`src/rtl/tnm_pkg.sv`:
```
package tnm_pkg;

  localparam int LFSR_W   = 17;
  localparam int LFSR_TAP = 3;
  localparam int NCH      = 3;

  // A zero period is treated as one
  function automatic logic [15:0] eff_period(input logic [15:0] p);
    return (p == 16'd0) ? 16'd1 : p;
  endfunction

  // One shift of the noise register: feedback into the top bit
  function automatic logic [LFSR_W-1:0] lfsr_step(input logic [LFSR_W-1:0] s);
    return {s[0] ^ s[LFSR_TAP], s[LFSR_W-1:1]};
  endfunction

  // Active-low gating of one channel
  function automatic logic mix_bit(input logic tone, input logic noise,
                                   input logic tone_off, input logic noise_off);
    return (tone | tone_off) & (noise | noise_off);
  endfunction

endpackage

```
`src/rtl/tnm_prescaler.sv`:
```
module tnm_prescaler #(
  parameter int DIV = 16
) (
  input  logic clk,
  input  logic rst_n,
  input  logic tick_en,
  output logic half_stb,
  output logic full_stb
);
  localparam int CW = $clog2(DIV);
  localparam logic [CW-1:0] LAST = CW'(DIV - 1);
  localparam logic [CW-1:0] MID  = CW'(DIV / 2 - 1);

  logic [CW-1:0] cnt;

  assign full_stb = tick_en && (cnt == LAST);
  assign half_stb = tick_en && ((cnt == LAST) || (cnt == MID));

  always_ff @(posedge clk) begin
    if (!rst_n) begin
      cnt <= '0;
    end else if (tick_en) begin
      cnt <= (cnt == LAST) ? '0 : cnt + CW'(1);
    end
  end
endmodule

```
`src/rtl/tnm_period_counter.sv`:
```
module tnm_period_counter #(
  parameter int W = 12
) (
  input  logic         clk,
  input  logic         rst_n,
  input  logic         step,
  input  logic [W-1:0] period,
  output logic         expire
);
  logic [W-1:0] cnt;
  logic [W-1:0] lim;
  logic         hit;

  assign lim    = W'(tnm_pkg::eff_period(16'(period)));
  assign hit    = (cnt >= lim - W'(1));
  assign expire = step && hit;

  always_ff @(posedge clk) begin
    if (!rst_n) begin
      cnt <= '0;
    end else if (step) begin
      cnt <= hit ? '0 : cnt + W'(1);
    end
  end
endmodule

```
`src/rtl/tnm_noise_gen.sv`:
```
module tnm_noise_gen #(
  parameter int PW = 5
) (
  input  logic                       clk,
  input  logic                       rst_n,
  input  logic                       step,
  input  logic [PW-1:0]              period,
  output logic                       shift,
  output logic [tnm_pkg::LFSR_W-1:0] state,
  output logic                       noise_bit
);
  tnm_period_counter #(.W(PW)) u_cnt (
    .clk    (clk),
    .rst_n  (rst_n),
    .step   (step),
    .period (period),
    .expire (shift)
  );

  always_ff @(posedge clk) begin
    if (!rst_n) begin
      state <= tnm_pkg::LFSR_W'(1);
    end else if (shift) begin
      state <= tnm_pkg::lfsr_step(state);
    end
  end

  assign noise_bit = state[0];
endmodule

```
`src/rtl/tone_noise_mixer.sv`:
```
module tone_noise_mixer #(
  parameter int TONE_W   = 12,
  parameter int NOISE_W  = 5,
  parameter int PRESCALE = 16
) (
  input  logic               clk,
  input  logic               rst_n,
  input  logic               tick_en,
  input  logic [TONE_W-1:0]  period_a,
  input  logic [TONE_W-1:0]  period_b,
  input  logic [TONE_W-1:0]  period_c,
  input  logic [NOISE_W-1:0] noise_period,
  input  logic [5:0]         mix_ctrl,
  output logic               chan_a,
  output logic               chan_b,
  output logic               chan_c
);
  import tnm_pkg::*;

  // Named internal events, observed by the bound checker
  logic                  half_stb;
  logic                  full_stb;
  logic [NCH-1:0]        tone_flip;
  logic [NCH-1:0]        tone_q;
  logic                  noise_shift;
  logic [LFSR_W-1:0]     lfsr_state;
  logic                  noise_bit;
  logic [NCH-1:0]        chan_vec;
  logic [TONE_W-1:0]     period_vec [NCH];

  assign period_vec[0] = period_a;
  assign period_vec[1] = period_b;
  assign period_vec[2] = period_c;

  tnm_prescaler #(.DIV(PRESCALE)) u_pre (
    .clk      (clk),
    .rst_n    (rst_n),
    .tick_en  (tick_en),
    .half_stb (half_stb),
    .full_stb (full_stb)
  );

  for (genvar i = 0; i < NCH; i++) begin : g_voice
    tnm_period_counter #(.W(TONE_W)) u_cnt (
      .clk    (clk),
      .rst_n  (rst_n),
      .step   (half_stb),
      .period (period_vec[i]),
      .expire (tone_flip[i])
    );

    always_ff @(posedge clk) begin
      if (!rst_n) begin
        tone_q[i] <= 1'b0;
      end else if (tone_flip[i]) begin
        tone_q[i] <= ~tone_q[i];
      end
    end

    assign chan_vec[i] = mix_bit(tone_q[i], noise_bit, mix_ctrl[i], mix_ctrl[i+NCH]);
  end

  tnm_noise_gen #(.PW(NOISE_W)) u_noise (
    .clk       (clk),
    .rst_n     (rst_n),
    .step      (full_stb),
    .period    (noise_period),
    .shift     (noise_shift),
    .state     (lfsr_state),
    .noise_bit (noise_bit)
  );

  assign chan_a = chan_vec[0];
  assign chan_b = chan_vec[1];
  assign chan_c = chan_vec[2];
endmodule

```
`config.mk`:
```
export PLATFORM = sky130hd
export DESIGN_NAME = tone_noise_mixer
export DESIGN_NICKNAME = d
export VERILOG_FILES = /design/src/rtl/tnm_pkg.sv /design/src/rtl/tnm_prescaler.sv /design/src/rtl/tnm_period_counter.sv /design/src/rtl/tnm_noise_gen.sv /design/src/rtl/tone_noise_mixer.sv
export SDC_FILE = /design/constraint.sdc
export NUM_CORES = 1
export LEC_CHECK = 0
export ABC_AREA = 1
export BUFFER_PORTS_ARGS = -buffer_cell sky130_fd_sc_hd__clkbuf_2
export CAP_MARGIN = 25
export CORE_ASPECT_RATIO = 1.5
export CORE_MARGIN = 8
export CORE_UTILIZATION = 25
export CTS_CLUSTER_SIZE = 16
export DETAILED_ROUTE_END_ITERATION = 8
export PLACE_DENSITY = 0.37
export RECOVER_POWER = 50
export SLEW_MARGIN = 25
export SYNTH_ARGS = -nofsm -noshare
export SYNTH_HDL_FRONTEND = slang
export SYNTH_HIERARCHICAL = 1
export SYNTH_SLANG_ARGS = --single-unit
```
`constraint.sdc`:
```
create_clock -name clk -period 6.65 [get_ports clk]
set_input_delay 0.3325 -clock clk [delete_from_list [all_inputs] [get_ports clk]]
set_output_delay 0.3325 -clock clk [all_outputs]
set_load 0.005 [all_outputs]
```
==> results.rst <==
.. list-table::
   :header-rows: 1

   * - Metric
     - Value
   * - Result of the run
     - completed
   * - Vias in the first global route
     - about 4,500
   * - Crit path buf inv count
     - 3
   * - Max stage delay on crit path
     - 1.01 ns
   * - Global-route usage over all layers
     - 0.09971
   * - Fraction of the cycle the final worst path needs
     - 0.5390
   * - Number of buffer cells added on primary ports
     - 52
   * - Largest fanout on the critical path
     - 24
   * - Data required time at the worst endpoint
     - 6.84 ns
   * - Residual DRC
     - 0
   * - CP dominant cell by count
     - sky130_fd_sc_hd__nor2_1
   * - Root buffer selected by CTS
     - sky130_fd_sc_hd__clkbuf_16
   * - Number of buffers inserted during clock tree synthesis
     - 9
   * - Full die area
     - 0.02411 sq mm
   * - Syn. warnings
     - 6
   * - Core ar.
     - about 0.019 sq mm
   * - Area used by multi-input combinational logic
     - 0.003017 sq mm
   * - Net count reported at finish
     - 885
   * - Filler cell count
     - 2,183
   * - Register area
     - 0.001301 sq mm
   * - Total power consumption of the routed design
     - 985.8 uW
   * - Drt initial violations
     - 140
   * - Total congestion overflow after global routing
     - 0
   * - Sinks on the clock net
     - 65
   * - Total Routed Length
     - 11,150 microns
   * - Via-per-instance ratio
     - 4.204
   * - Post-layout worst setup margin
     - 3.065 ns
   * - Post-CTS sizing
     - 0
   * - Placement-stage worst setup slack
     - 3.244 ns
   * - Crit-path slowest cell
     - sky130_fd_sc_hd__nor2_1
   * - Kind of start point of the critical path
     - primary input
   * - Endpoints failing setup
     - 0
   * - Peak VDD IR
     - 0.09083 mV
   * - WL/cell
     - 10.67 microns
   * - Rows
     - 62
   * - Antenna diode count
     - 0
   * - Hold violation count in the final report
     - 0
   * - Combined area of all synthesized cells
     - just under 0.005 sq mm
   * - Worst-case headroom to the max-slew limit
     - 0.09245
   * - Level count of the clock H-tree
     - 3
   * - Highest attainable clock frequency
     - 279.0 MHz
   * - Clock-pin slew of the registers on the worst-case setup and hold paths
     - 0.06 ns
   * - Global-route wire length before repair
     - ~19,000 microns
   * - Hold WC Path Type
     - in2reg
   * - Slew at the pin with the worst max-slew slack
     - 1.356 ns
   * - Initial core utilization
     - 0.2530
   * - Die Span X
     - ~130 microns
   * - Instance count of the mapped netlist
     - around 730
   * - Crit path time final
     - 3.585 ns
   * - CP arrival
     - 3.77 ns
   * - Clock latency at the later pin of the worst-skew pair
     - ~0.32 ns
   * - Number of antenna violations at the first check in global routing
     - 0
   * - Setup tns final
     - 0 ns
   * - Final GP Congestion
     - 0.7710
   * - Unrepaired setup endpoints after global routing
     - false
   * - Largest net degree at the start of global routing
     - 31
   * - Leakage power of the design
     - approximately 0.0027 uW
   * - Commonest non-fill, non-tap cell in the layout
     - sky130_fd_sc_hd__nand2_1
   * - Crit end category
     - flop
   * - Post-route ant nets
     - 0
   * - Power Dens Cells
     - 175.2 mW/mm^2
   * - Clk buf depth
     - 2
   * - Final count of pins violating max slew
     - 0
   * - Die height
     - 186.2 microns
   * - Count of boundary I/O pins
     - 53
   * - Max-cap violation count
     - 0
   * - Top library cells by usage in the layout, fill and taps aside
     - sky130_fd_sc_hd__nand2_1 (179), sky130_fd_sc_hd__nor2_1 (149), sky130_fd_sc_hd__inv_1 (110), sky130_fd_sc_hd__dfxtp_1 (65), sky130_fd_sc_hd__ha_1 (50)
   * - Syn-to-layout area delta
     - 16.56%
   * - Hold WS
     - approximately 0.31 ns
   * - Synthesized area divided by synthesized cell count
     - 6.605 sq um
   * - Total setup buffers inserted after CTS
     - 0
   * - Net Count, Synth
     - roughly 830
   * - Clock tree from TritonCTS
     - done
   * - DP HPWL
     - around 9200 microns
   * - Cells along the critical path
     - clkbuf_1 -> nor2_1 -> nand3_1 -> o21ai_0 -> inv_1 -> ha_1 -> nand2_1 -> xor2_1 -> ha_1 -> nand3_1 -> nor2_1 -> nor2_1 -> nor2_1 -> inv_1 -> o21ai_0 -> a21oi_1
   * - Worst path top cell family by delay
     - simple AND/OR/NAND/NOR gates
   * - Layout cell share with drive strength beyond 1
     - 0.1014
   * - Clock Skew
     - 0.004622 ns
   * - Crit Path Class
     - in2reg
   * - Number of hold buffers added after CTS
     - 0
   * - Number of vias after detailed routing
     - 4,393
   * - Number of search-and-repair iterations in the first detailed-routing pass
     - 5
## worst min-delay path: stages
cell	delay, ns
sky130_fd_sc_hd__clkbuf_2	0.11
sky130_fd_sc_hd__o21ai_0	0.08
sky130_fd_sc_hd__nor2_1	0.07
## report_power, final
part / switching [uW] / internal (uW)
Sequential: 0.929 / 391
Combinational: 56.5 / 36.4
Clock: 166 / 335
## metal layers
layer / vias up / global-route usage / wire length, microns
met5: - / 0 / 0
met4: 0 / 0.03358 / 152
met2: 56 / 0.1934 / 5949
li1: 2365 / - / -
met1: 1962 / 0.1029 / 4615
met3: 10 / 0.02055 / 437
## per-stage QoR
stage / instance area [sq um] / instances / util
2_1_floorplan: 4828 / 731 / -
3_3_place_gp: 5321 / 1030 / 0.2788
3_5_place_dp: 5321 / 1030 / 0.2788
4_1_cts: 5640 / 1045 / 0.2956
5_1_grt: 5628 / 1045 / 0.2949
6_report: 5628 / 1045 / 0.2949
## final cells by class
type                    instances  area share
clock buffers                  10     0.04246
clock inverters                 5     0.01423
inverters                     110     0.07337
multi-input cells             546      0.5360
flip-flops and latches         65      0.2312
well taps                     256     0.05691
repair buffers                 53     0.04580
## path summary, 6_finish.rpt
kind | start | end | slack [ns] | cells past startpoint
setup reg to reg | u_pre/cnt[0] | u_noise/state[3] | 3.53 | 8
setup / recovery | noise_period[2] | u_noise/state[3] | 3.07 | 16
hold / removal | tick_en | u_pre/cnt[1] | 0.31 | 3
hold reg to reg | u_noise/state[16] | u_noise/state[15] | 0.47 | 2
## sequential cells by signal, indices dropped and copies added (netlist names)
| signal | cells |
|---|---|
| g_voice.u_cnt/cnt | 36 |
| u_pre/cnt | 4 |
| u_noise/u_cnt/cnt | 5 |
| tone_q | 3 |
| u_noise/state | 17 |
No activity file was read; power rests on OpenSTA's default activity.
